**src/rtl/pdma_pkg.sv**
```systemverilog
package pdma_pkg;

    localparam int EP_W  = 4;
    localparam int REG_W = 16;

    // bit positions of the configuration word
    localparam int B_CNT_END = 15;
    localparam int B_SHORT   = 14;
    localparam int B_EP_LO   = 4;
    localparam int B_EN      = 3;
    localparam int B_BL_LO   = 0;

    typedef struct packed {
        logic            cnt_end_en;
        logic            short_en;
        logic [EP_W-1:0] ep_idx;
        logic [1:0]      burst_code;
    } dma_cfg_t;

    function automatic logic [4:0] burst_bytes(input logic [1:0] code);
        case (code)
            2'b00:   return 5'd1;
            2'b01:   return 5'd4;
            2'b10:   return 5'd8;
            default: return 5'd16;
        endcase
    endfunction

endpackage

```
**src/rtl/pdma_cfg_regs.sv**
```systemverilog
module pdma_cfg_regs
    import pdma_pkg::*;
#(
    parameter int CNT_W = 16
) (
    input  logic             clk,
    input  logic             por_n,
    input  logic             bus_rst,
    input  logic             wr_en,
    input  logic             wr_sel,
    input  logic [REG_W-1:0] wr_data,
    input  logic             stop_i,
    output dma_cfg_t         cfg_o,
    output logic             en_o,
    output logic             en_next_o,
    output logic             load_o,
    output logic [CNT_W-1:0] prog_o
);

    typedef struct packed {
        dma_cfg_t         cfg;
        logic             en;
        logic [CNT_W-1:0] prog;
    } regs_t;

    regs_t regs_d, regs_q;
    logic  load_d;

    always_comb begin
        regs_d = regs_q;
        load_d = 1'b0;
        if (wr_en && !wr_sel) begin
            regs_d.cfg.cnt_end_en = wr_data[B_CNT_END];
            regs_d.cfg.short_en   = wr_data[B_SHORT];
            regs_d.cfg.ep_idx     = wr_data[B_EP_LO +: EP_W];
            regs_d.cfg.burst_code = wr_data[B_BL_LO +: 2];
            regs_d.en             = wr_data[B_EN];
            load_d                = wr_data[B_EN] && !regs_q.en;
        end
        if (wr_en && wr_sel) begin
            regs_d.prog = wr_data[CNT_W-1:0];
        end
        if (stop_i) begin
            regs_d.en = 1'b0;
            load_d    = 1'b0;
        end
        if (bus_rst) begin
            regs_d    = regs_q;
            regs_d.en = 1'b0;
            load_d    = 1'b0;
        end
    end

    always_ff @(posedge clk or negedge por_n) begin
        if (!por_n) regs_q <= '0;
        else        regs_q <= regs_d;
    end

    assign cfg_o     = regs_q.cfg;
    assign en_o      = regs_q.en;
    assign en_next_o = regs_d.en;
    assign load_o    = load_d;
    assign prog_o    = regs_q.prog;

    // bus reset keeps setup, clears enable
    p_bus_reset_keeps_r10: assert property (@(posedge clk) disable iff (!por_n)
        bus_rst |=> (!en_o && cfg_o == $past(cfg_o) && prog_o == $past(prog_o)));

endmodule

```
**src/rtl/pdma_counter.sv**
```systemverilog
module pdma_counter #(
    parameter int CNT_W = 16
) (
    input  logic             clk,
    input  logic             por_n,
    input  logic             load_i,
    input  logic [CNT_W-1:0] load_val_i,
    input  logic             dec_i,
    output logic [CNT_W-1:0] remain_o
);

    logic [CNT_W-1:0] remain_d, remain_q;

    always_comb begin
        remain_d = remain_q;
        if (load_i)
            remain_d = load_val_i;
        else if (dec_i && remain_q != '0)
            remain_d = remain_q - 1'b1;
    end

    always_ff @(posedge clk or negedge por_n) begin
        if (!por_n) remain_q <= '0;
        else        remain_q <= remain_d;
    end

    assign remain_o = remain_q;

    // a load takes the programmed value
    p_load_value_r5: assert property (@(posedge clk) disable iff (!por_n)
        load_i |=> remain_o == $past(load_val_i));

endmodule

```
**src/rtl/pdma_burst.sv**
```systemverilog
module pdma_burst
    import pdma_pkg::*;
#(
    parameter int CNT_W = 16,
    parameter int LVL_W = 8
) (
    input  logic             clk,
    input  logic             por_n,
    input  logic             run_i,
    input  logic [1:0]       code_i,
    input  logic [CNT_W-1:0] remain_i,
    input  logic [LVL_W-1:0] level_i,
    input  logic             ack_i,
    output logic             req_o
);

    typedef struct packed {
        logic       req;
        logic [4:0] beats;
    } pace_t;

    pace_t      pace_d, pace_q;
    logic [4:0] blen;
    logic       room_ok;

    always_comb begin
        blen    = burst_bytes(code_i);
        room_ok = (remain_i >= CNT_W'(blen)) && (level_i >= LVL_W'(blen));
        pace_d  = pace_q;
        if (!run_i) begin
            pace_d = '0;
        end else if (pace_q.req) begin
            if (ack_i) begin
                if (pace_q.beats == 5'd1) pace_d = '0;
                else                      pace_d.beats = pace_q.beats - 5'd1;
            end
        end else if (room_ok) begin
            pace_d.req   = 1'b1;
            pace_d.beats = blen;
        end
    end

    always_ff @(posedge clk or negedge por_n) begin
        if (!por_n) pace_q <= '0;
        else        pace_q <= pace_d;
    end

    assign req_o = pace_q.req;

    // an active request always has beats left, never more than 16
    p_beats_bound_r3: assert property (@(posedge clk) disable iff (!por_n)
        pace_q.req |-> (pace_q.beats != 5'd0 && pace_q.beats <= 5'd16));

    // a request starts only with room in count and buffer
    p_start_room_r4: assert property (@(posedge clk) disable iff (!por_n)
        $rose(req_o) |-> ($past(level_i) >= LVL_W'(burst_bytes($past(code_i)))
                          && $past(remain_i) >= CNT_W'(burst_bytes($past(code_i)))));

endmodule

```
**src/rtl/pkt_dma_ctrl.sv**
```systemverilog
module pkt_dma_ctrl
    import pdma_pkg::*;
#(
    parameter int CNT_W = 16,
    parameter int LVL_W = 8
) (
    input  logic             clk,
    input  logic             por_n,
    input  logic             bus_rst,
    input  logic             reg_wr,
    input  logic             reg_sel,
    input  logic [15:0]      reg_wdata,
    output logic [15:0]      reg_rdata,
    input  logic [LVL_W-1:0] buf_level,
    input  logic             ep_is_out,
    input  logic             short_pkt,
    output logic             dma_req,
    input  logic             dma_ack,
    output logic             dma_eot,
    output logic [3:0]       ep_sel
);

    dma_cfg_t         cfg;
    logic             en_q, en_next, load;
    logic [CNT_W-1:0] prog, remain;
    logic             eot_cond, eot_d, eot_q;
    logic             unused_wbits;

    assign unused_wbits = ^{reg_wdata[13:8], reg_wdata[2]};

    pdma_cfg_regs #(.CNT_W(CNT_W)) u_regs (
        .clk       (clk),
        .por_n     (por_n),
        .bus_rst   (bus_rst),
        .wr_en     (reg_wr),
        .wr_sel    (reg_sel),
        .wr_data   (reg_wdata),
        .stop_i    (eot_cond),
        .cfg_o     (cfg),
        .en_o      (en_q),
        .en_next_o (en_next),
        .load_o    (load),
        .prog_o    (prog)
    );

    pdma_counter #(.CNT_W(CNT_W)) u_cnt (
        .clk        (clk),
        .por_n      (por_n),
        .load_i     (load),
        .load_val_i (prog),
        .dec_i      (dma_ack && dma_req),
        .remain_o   (remain)
    );

    pdma_burst #(.CNT_W(CNT_W), .LVL_W(LVL_W)) u_pace (
        .clk      (clk),
        .por_n    (por_n),
        .run_i    (en_q && en_next),
        .code_i   (cfg.burst_code),
        .remain_i (remain),
        .level_i  (buf_level),
        .ack_i    (dma_ack),
        .req_o    (dma_req)
    );

    always_comb begin
        eot_cond = en_q && ((cfg.cnt_end_en && remain == '0) ||
                            (cfg.short_en && ep_is_out && short_pkt));
        eot_d    = eot_cond && !bus_rst;
    end

    always_ff @(posedge clk or negedge por_n) begin
        if (!por_n) eot_q <= 1'b0;
        else        eot_q <= eot_d;
    end

    assign dma_eot = eot_q;
    assign ep_sel  = cfg.ep_idx;

    always_comb begin
        reg_rdata = '0;
        if (reg_sel) begin
            reg_rdata = 16'(remain);
        end else begin
            reg_rdata[B_CNT_END]       = cfg.cnt_end_en;
            reg_rdata[B_SHORT]         = cfg.short_en;
            reg_rdata[B_EP_LO +: EP_W] = cfg.ep_idx;
            reg_rdata[B_EN]            = en_q;
            reg_rdata[B_BL_LO +: 2]    = cfg.burst_code;
        end
    end

    // end pulse lasts one cycle
    p_eot_single_r6: assert property (@(posedge clk) disable iff (!por_n)
        dma_eot |=> !dma_eot);
    // end pulse comes with request low and enable clear
    p_eot_quiet_r6: assert property (@(posedge clk) disable iff (!por_n)
        dma_eot |-> (!dma_req && !en_q));
    // no request while disabled
    p_req_needs_en_r9: assert property (@(posedge clk) disable iff (!por_n)
        dma_req |-> en_q);
    // an acknowledged byte lowers the count by one
    p_ack_counts_r5: assert property (@(posedge clk) disable iff (!por_n)
        (dma_ack && dma_req && remain != '0) |=> remain == $past(remain) - 1'b1);
    // no request, no change of count while enabled
    p_idle_ack_r11: assert property (@(posedge clk) disable iff (!por_n)
        (en_q && !dma_req) |=> $stable(remain));
    // no end pulse out of a disabled state
    p_disabled_quiet_r8: assert property (@(posedge clk) disable iff (!por_n)
        !en_q |=> !dma_eot);

endmodule

```
**config.mk**
```make
export PLATFORM = sky130hd
export DESIGN_NAME = pkt_dma_ctrl
export DESIGN_NICKNAME = d
export VERILOG_FILES = /design/src/rtl/pdma_pkg.sv /design/src/rtl/pdma_cfg_regs.sv /design/src/rtl/pdma_counter.sv /design/src/rtl/pdma_burst.sv /design/src/rtl/pkt_dma_ctrl.sv
export SDC_FILE = /design/constraint.sdc
export NUM_CORES = 1
export LEC_CHECK = 0
export BUFFER_PORTS_ARGS = -buffer_cell sky130_fd_sc_hd__buf_2
export CAP_MARGIN = 15
export CORE_MARGIN = 2
export CORE_UTILIZATION = 46
export CTS_BUF_LIST = sky130_fd_sc_hd__clkbuf_8
export DETAILED_ROUTE_END_ITERATION = 7
export PLACE_DENSITY = 0.69
export RECOVER_POWER = 50
export SYNTH_ARGS = -nofsm -noshare
export SYNTH_HDL_FRONTEND = slang
export SYNTH_SLANG_ARGS = --single-unit
```
**constraint.sdc**
```tcl
create_clock -name clk -period 4.3 [get_ports clk]
set_input_delay 0.215 -clock clk [delete_from_list [all_inputs] [get_ports clk]]
set_output_delay 0.215 -clock clk [all_outputs]
set_load 0.01 [all_outputs]
```
==> flow_metrics.tcl, run 1 <==
set metrics [dict create \
    route.detailed.drc 0 \
    fin_hold_ws_ps 142 \
    power_density_nw_per_um2 407 \
    worst_slew_pin_slew_ps 1390 \
    fin_crit_ps 2570 \
    yosysUniqueCellTypes 44 \
    antennaDiodeCount 0 \
    cp_max_fo 26 \
    cp-end-kind "asynchronous set/reset pin" \
    cts_resized 0 \
    internal_power_uw 858 \
    drt_iter0_drc 100 \
    worstSkewPairLatency_ps 300 \
    cp.arrival_ps 2750 \
    placed_area_um2 3010 \
    rsz0062_at_grt "no" \
    die_y_um 81.0 \
    critPathLaunchType "primary input" \
    cts_made_buffers 5 \
    relSlewSlack_pct 7.11 \
    ir_drop_mv 0.192 \
    cts_buffer_depth 2 \
    clkPwrFrac_pct 21.7 \
    drive_gt1_share_pct 29.8 \
    cts.reportedPaths.clkPinSlew_ps 90 \
    synthFlopType "dfrtp_1" \
    die_width_um 81.0 \
    fmax_ghz 0.390 \
    synth_area_um2 2730 \
    cp_slowest_stage_delay_ps 1090 \
    leakage_nw 1.36 \
    sw_frac_of_total_pct 32.8 \
    antenna_found_initial 0 \
    cts_tree "built" \
    yosysSeqAreaShare_pct 44.0 \
    grt_start_max_net_pins 49 \
    viasPerCell 5.38 \
    vias 2098 \
    cp_data_required_time_ps 4480 \
    p_seq_share_pct 50.2 \
    io_pins 54 \
    fin_nets 358 \
    power_frac_comb_pct 28.1 \
    htreeDepth 2 \
    outcome "completed" \
    p_switching_uw 419 \
    yosys.area.top_type "dfrtp_1" \
    skew_ps 9.32 \
    yosys_warnings 0 \
    path_class "primary input to asynchronous set/reset pin" \
    synth_top_cell_area_share_pct 44.0 \
    num_rows 28 \
    critPathSlowestCell "clkbuf_1" \
    place.detailed.hpwl_um 4140 \
    first_pass_iters 4 \
    initial_core_util_pct 46.9 \
    port_buffers 53 \
    cts_sinks 48 \
    synthToLayoutAreaGrowth_pct 15.0 \
    synth.avg_cell_area_um2 10.3 \
    period_share_pct 59.7 \
    totalWireLength_um 5650 \
    root_buffer "clkbuf_8" \
    hold_class "primary input to register" \
    coreArea_um2 5820 \
    detail-route-antenna-nets 0 \
    synth_seq_cells 48 \
    maxCapViolations 0 \
    postLayoutCoreUtil_pct 53.9 \
    grt_pass1_vias 2038 \
    final_area_um2 3140 \
    wl_per_cell_um 14.5 \
    maxSlewViolCount 0 \
    cpMostUsedCell "clkbuf_1" \
    synth_edf_count 0 \
    synth.net_count 308 \
    place.gp.congestion 0.815 \
    grt_overflow 0 \
    die_area_um2 6560 \
    synth.area.top_cells "dfrtp_1 (44%), mux2_2 (14%), ha_1 (5.5%)" \
    syn_inst 264 \
    crit_chain "dlygate4sd3_1, clkbuf_1, clkbuf_1" \
    final-setup-viol-count 0 \
    hold_violations 0 \
    grt_pass1_wl_um 9430 \
    synthArstFlopShare_pct 100 \
    grt_usage_pct 18.5 \
    fin_setup_tns_ps 0 \
]
-- cell families (layout without fill, tap and decap cells) --
group | count (synthesis) | count (layout) | share of synthesized area [%]
AOI/OAI and AO/OA | 38 | 38 | 8.85
xor gates and xnor gates | 14 | 14 | 4.50
adders and majority gates | 12 | 12 | 5.50
buffers and inverters | 21 | 72 | 3.81
DFF | 48 | 48 | 44.0
muxes | 37 | 37 | 15.1
and+or+nand+nor | 94 | 94 | 18.2
-- per-layer routing --
layer	GRT usage [%]	share of wire, %
met1	24.4	46
met2	30.4	49
met3	4.00	3.6
met4	5.93	1.1
met5	0	0
-- critical path: cells and delay by family --
family / cells / cell delay (ps)
buf+inv: 3 / 2520
-- registers in the layout, indices dropped and copies added, names as in the netlist --
register        cells
u_cnt.remain_o     16
u_regs.prog_o      16
u_regs.cfg_o        8
u_pace.pace_q       5
dma_eot             1
u_pace.req_o        1
u_regs.en_o         1
-- cells in the mapped netlist (3+ instances only) --
library cell / count
dfrtp_1: 48
mux2_2: 34
nor2_1: 31
a21oi_1: 20
xnor2_1: 13
ha_1: 12
nand2_1: 12
nor3_1: 11
inv_1: 8
and2_1: 7
clkbuf_1: 6
nand3_1: 5
buf_4: 4
nand2b_1: 4
nor4_1: 4
or3_1: 4
mux2i_1: 3
nor3b_1: 3
o21ai_0: 3
-- cell type report --
type / instances / area, um^2
Fill cell: 569 / 2680
Timing Repair Buffer: 56 / 295
Inverter: 8 / 30.0
Clock buffer: 6 / 82.6
Tap cell: 75 / 93.8
Clock inverter: 2 / 11.3
Sequential cell: 48 / 1200
Multi-Input combinational cell: 195 / 1420
-- final timing paths --
check / from / endpoint / slack [ps] / cells past startpoint
worst max-delay path: por_n / u_regs.prog_o[6] / 1730 / 3
worst min-delay path: bus_rst / u_regs.en_o / 140 / 2
worst max register to register: u_regs.cfg_o[1] / u_pace.pace_q[4] / 2100 / 8
worst min register to register: u_regs.prog_o[10] / u_regs.prog_o[10] / 510 / 1
max in group clk: u_regs.cfg_o[1] / u_pace.pace_q[4] / 2100 / 8
min in group asynchronous: por_n / u_pace.pace_q[3] / 700 / 2
-- per-stage QoR --
stage	setup slack, ps	instances	power (mW)
final	1730	390	1.28
after global routing	1250	390	1.37
after CTS	2080	387	1.29
after detailed placement	1780	379	1.01
after global placement	1860	379	1.00
after floorplan	2410	264	0.889
-- what timing repair did --
item	in CTS	in global routing
buffers inserted	0	0
hold endpoints to repair	0	22
hold buffers	0	1
-- cells in the final DEF, fill, tap and decap left out, types with 10 or more instances in the layout --
cell      Yosys  layout
buf_2         2      44
nand2_1      12      12
ha_1         12      12
nor3_1       11      11
mux2_2       34      34
nor2_1       31      31
clkbuf_1      6      10
dfrtp_1      48      48
xnor2_1      13      13
a21oi_1      20      20
-- power by group through the flow --
stage | clock, mW | sequential [mW] | combinational [mW]
3_5_place_dp | 0 | 0.649 | 0.362
5_1_grt | 0.308 | 0.656 | 0.402
2_1_floorplan | 0 | 0.619 | 0.270
4_1_cts | 0.286 | 0.641 | 0.366
3_3_place_gp | 0 | 0.648 | 0.355
6_report | 0.277 | 0.641 | 0.359
Note: power is estimated with default switching activity, not from simulation.
==> run 2, diff against run 1 <==
- ABC_AREA: default -> 1
- PLACE_DENSITY: 0.69 -> 0.71
- clock period: 4.3 -> 2.25 ns (I/O delays scaled with it)
==> flow_metrics.tcl, run 2 <==
set metrics [dict create \
    outcome "completed" \
    crit_chain "nor2_1, ha_1, inv_1, nand3_1, nand2_1, nand2_1, nand2_1, nand2_1, nand2_1, nand2_1, a21oi_2, nand2_1, nand2_1" \
    cts_resized 0 \
    synth_area_um2 2860 \
    final_area_um2 3290 \
    yosys_warnings 0 \
    cp_slowest_stage_delay_ps 440 \
    cts_setup_buffers 0 \
    synth.area.top_cells "dfrtp_1 (42%), nand2_1 (14%), inv_1 (6.7%)" \
    cp_data_required_time_ps 2510 \
    cp.arrival_ps 2120 \
    synth_top_cell_area_share_pct 41.9 \
    synthArstFlopShare_pct 100 \
    critPathSlowestCell "dfrtp_1" \
    internal_power_mw 1.55 \
    htreeDepth 2 \
    synthFlopType "dfrtp_1" \
    drt_iter0_drc 197 \
    final_common_cell "nand2_1" \
    route.detailed.drc 0 \
    power_frac_comb_pct 31.6 \
    die_width_um 82.9 \
    io_pins 54 \
    cts_buffer_depth 2 \
    cts_sinks 48 \
    die_area_um2 6870 \
    rsz0062_at_grt "no" \
    fin_setup_tns_ps 0 \
    viasPerCell 5.21 \
    yosys-top-cells-count "nand2_1 (108), inv_1 (51), dfrtp_1 (48)" \
    vias 2647 \
    grt_overflow 0 \
    hold_class "primary input to register" \
    place.gp.congestion 0.936 \
    dpl.cell_count 498 \
    fin_hold_ws_ps 24.4 \
    finalPower_mw 2.48 \
    coreArea_um2 5960 \
    instances_no_fill 508 \
    clkPwrFrac_pct 21.8 \
    relSlewSlack_pct 21.8 \
    cts.reportedPaths.clkPinSlew_ps 100 \
    final_cell_mix "nand2_1 (108), inv_1 (51), dfrtp_1 (48)" \
    root_buffer "clkbuf_8" \
    sw_frac_of_total_pct 37.7 \
    hold_violations 0 \
    period_share_pct 82.6 \
    power_density_nw_per_um2 755 \
    syn_inst 376 \
    cp-end-kind "register" \
    p_seq_share_pct 46.7 \
    initial_core_util_pct 48.1 \
    path_class "register to register" \
    detail-route-antenna-nets 0 \
    synth.avg_cell_area_um2 7.62 \
    drive_gt1_share_pct 18.5 \
    placed_area_um2 3200 \
    final-setup-viol-count 0 \
    first_pass_iters 5 \
    die_y_um 82.9 \
    cp_top_family "simple AND/OR/NAND/NOR gates" \
    cpMostUsedCell "nand2_1" \
    leakage_nw 1.73 \
    yosysUniqueCellTypes 28 \
    synthToLayoutAreaGrowth_pct 14.8 \
    skew_ps 8.48 \
    grt_usage_pct 20.6 \
    synth_edf_count 0 \
    place.detailed.hpwl_um 5270 \
    grt_start_max_net_pins 25 \
    critPathLaunchType "register" \
    p_switching_uw 937 \
    cts_tree "built" \
    grt_pass1_wl_um 11700 \
    worstSkewPairLatency_ps 310 \
    synth.net_count 420 \
    port_buffers 53 \
    fin_crit_ps 1860 \
    ir_drop_mv 0.369 \
    num_rows 28 \
    cp_max_fo 6 \
    antenna_found_initial 0 \
    antennaDiodeCount 0 \
    fin_nets 476 \
    yosys.area.top_type "dfrtp_1" \
    worst_slew_pin_slew_ps 1170 \
    totalWireLength_um 6730 \
    path_buf_inv 1 \
    ctsHoldBuffers 2 \
    grt_pass1_vias 2525 \
    cts_made_buffers 5 \
    maxSlewViolCount 0 \
    maxCapViolations 0 \
    yosysSeqAreaShare_pct 41.9 \
    fmax_ghz 0.538 \
    wl_per_cell_um 13.3 \
    yosysMostFrequentCell "nand2_1" \
    synth_seq_cells 48 \
]
[run 2: changes by cell type in the layout (fill, tap and decap cells not counted), sizes merged, moves of 7 or more]
cell    before  now
nand2       12  112
inv          9   58
mux2        34    7
o21ai        6   32
nand3        5   28
a21oi       20    4
xnor2       13    2
nor3        12    2
o211ai       1   10
and2         7    0
xor2         1    8
[run 2: worst reg2reg max path, delay by kind of cell (launching register included)]
kind / cells / cell delay [ps]
and+or+nand+nor: 10 / 860
DFF: 1 / 440
adders and majority gates: 1 / 270
AOI/OAI and AO/OA: 1 / 200
buffers and inverters: 1 / 50
[run 2: kinds of logic after synthesis]
family	count (synthesis)	synth area share [%]
simple gates	180	26.8
buf+inv	67	9.39
compound gates	52	10.8
flops	48	41.9
fa+ha+maj	12	5.24
xor+xnor	10	3.06
mux	7	2.75
[run 2: worst paths after layout]
kind	from	endpoint	slack [ps]	cells after the start
setup / recovery	u_regs.cfg_o[1]	u_pace.pace_q[2]	390	13
hold / removal	reg_wdata[2]	u_regs.prog_o[2]	20	2
setup reg to reg	u_regs.cfg_o[1]	u_pace.pace_q[2]	390	13
hold reg to reg	u_pace.pace_q[4]	u_pace.pace_q[4]	490	2
max in group asynchronous	por_n	u_cnt.remain_o[0]	730	3
min in group asynchronous	por_n	u_regs.prog_o[13]	550	2
[run 2: cell type report]
cell class | count | area, um^2
Clock buffer | 5 | 68.8
Clock inverter | 3 | 22.5
Fill cell | 598 | 2670
Inverter | 57 | 214
Multi-Input combinational cell | 261 | 1390
Sequential cell | 48 | 1200
Tap cell | 75 | 93.8
Timing Repair Buffer | 59 | 293
[run 2: power by group through the flow]
stage | clock network [mW] | registers, mW | logic, mW
after detailed placement | 0 | 1.17 | 0.786
after global placement | 0 | 1.16 | 0.778
final | 0.540 | 1.16 | 0.784
after global routing | 0.585 | 1.18 | 0.907
after floorplan | 0 | 1.13 | 0.584
after CTS | 0.553 | 1.15 | 0.793
[run 2: per-stage QoR]
step,setup WS [ps],util (%)
finish,392,55.2
global route,119,55.2
CTS,374,55.6
detailed placement,386,53.7
global placement,463,53.7
floorplan,598,-
[run 2: metal layers]
layer	global-route usage (%)	routed length (um)	share of wire (%)
met3	2.68	325	4.8
met4	5.96	72	1.1
met5	0	0	0
met1	29.9	3350	50
met2	32.5	2990	44
==> run 3, diff against run 2 <==
- ABC_AREA: 1 -> 0
- clock period: 2.25 -> 1.7 ns (I/O delays scaled with it)
==> flow_metrics.tcl, run 3 (synthesis results as in run 1) <==
set metrics [dict create \
    die_area_um2 6560 \
    violations "negative hold slack, negative setup slack" \
    fmax_ghz 0.517 \
    coreArea_um2 5820 \
    p_switching_mw 1.44 \
    timing.rr.end "u_pace.pace_q[1]" \
    multi_input_area_um2 1800 \
    grt_overflow 0 \
    critPathLaunchType "register" \
    worstSkewPairLatency_ps 310 \
    num_rows 28 \
    fin_hold_ws_ps -3.98 \
    io_pins 54 \
    worst_slew_pin_slew_ps 892 \
    cp.arrival_ps 2190 \
    grt_pass1_wl_um 11300 \
    period_share_pct 114 \
    internal_power_mw 2.61 \
    cp_max_fo 8 \
    skew_ps 11.6 \
    grt_usage_pct 23.0 \
    outcome "finished with violations" \
    root_buffer "clkbuf_8" \
    rr_startpoint "u_regs.cfg_o[1]" \
    route.detailed.drc 0 \
    ir_drop_mv 0.568 \
    cp_data_required_time_ps 1950 \
    first_pass_iters 4 \
    r2r_slack_ps -240 \
    synthToLayoutAreaGrowth_pct 46.6 \
    maxSlewViolCount 0 \
    die_width_um 81.0 \
    htreeDepth 2 \
    detail-route-antenna-nets 0 \
    worstHoldStart "bus_rst" \
    cp-end-kind "register" \
    relSlewSlack_pct 40.5 \
    cts_buffer_depth 2 \
    antennaDiodeCount 0 \
    fin_crit_ps 1940 \
    final-setup-viol-count 22 \
    hold_class "primary input to register" \
    fin_nets 418 \
    port_buffers 53 \
    viasPerCell 5.42 \
    wl_per_cell_um 17.3 \
    rsz0062_at_grt "yes" \
    power_density_nw_per_um2 1010 \
    power_frac_comb_pct 42.6 \
    regArea_um2 1210 \
    finalPower_mw 4.06 \
    antenna_found_initial 0 \
    clkPwrFrac_pct 18.0 \
    final_common_cell "buf_2" \
    cts_sinks 48 \
    setup_ws_ps -236 \
    vias 2440 \
    fill_cells 453 \
    drive_gt1_share_pct 56.3 \
    cts.reportedPaths.clkPinSlew_ps 90 \
    sw_frac_of_total_pct 35.6 \
    cts_tree "built" \
    leakage_nw 1.76 \
    cts_made_buffers 5 \
    hold_violations 1 \
    place.gp.congestion 0.862 \
    totalWireLength_um 7790 \
    critPathLaunch "u_regs.cfg_o[1]" \
    place.detailed.hpwl_um 4930 \
    final_cell_mix "buf_2 (52), buf_4 (45), dfrtp_1 (44)" \
    drt_iter0_drc 112 \
    maxCapViolations 0 \
    grt_pass1_vias 2404 \
    grt_start_max_net_pins 36 \
    p_seq_share_pct 39.5 \
    die_y_um 81.0 \
    hold_depth 2 \
    reg2reg_depth 8 \
    initial_core_util_pct 46.9 \
    holdPathEnd "u_regs.en_o" \
    path_class "register to register" \
    postLayoutCoreUtil_pct 68.8 \
    fin_setup_tns_ps -2990 \
]
## run 3: final cells by class
cell class                 count  share of cell area [%]
multi-input combinational    195                    45.1
sequential                    48                    30.2
timing repair buffer         116                    19.3
tap                           75                    2.35
clock buffer                   6                    2.07
inverter                       8                   0.751
clock inverter                 2                   0.282
## run 3: stage by stage
stage	instance area, um^2	worst slack [ps]	std cells
final	4000	-236	450
after global routing	4000	-322	450
after CTS	3770	-203	445
after detailed placement	3430	-260	425
after global placement	3430	-174	425
after floorplan	2800	-121	264
## run 3: metal layers
metal | global-route usage (%) | up-vias | share of wire, %
met3 | 4.11 | 17 | 4.9
met5 | 0 | - | 0
met4 | 7.29 | 0 | 3.0
met2 | 41.4 | 83 | 52
met1 | 27.8 | 1187 | 40
li1 | - | 1153 | -
## run 3: worst max-delay path by stage
stage,cells past startpoint,to,slack (ps)
final,8,u_pace.pace_q[1],-240
after global routing,8,u_pace.pace_q[4],-320
after CTS,9,u_pace.pace_q[4],-200
after detailed placement,7,u_pace.pace_q[1],-260
after global placement,8,u_pace.pace_q[4],-170
after floorplan,8,u_pace.pace_q[3],-120
## run 3: power by group through the flow
stage	clock network, mW	registers (mW)	logic (mW)
6_report	0.729	1.60	1.73
5_1_grt	0.783	1.63	1.85
4_1_cts	0.742	1.58	1.51
3_5_place_dp	0	1.58	1.33
3_3_place_gp	0	1.57	1.29
2_1_floorplan	0	1.59	0.724
## run 3: worst max-delay path: stages (launching register included)
cell and delay [ps]:
dfrtp_2 450, buf_6 130, nand2b_4 90, ha_4 220, a21oi_4 140, o22ai_2 100
o21a_4 260, or3_1 360, a21oi_2 120
## run 3: what timing repair did
item,4_1_cts,5_1_grt
cloned,0,0
buffers inserted,9,6
hold buffers,3,1
resized for setup,30,42
setup endpoints to repair,16,22
pin swaps,17,28
endpoints found under the hold margin,36,1
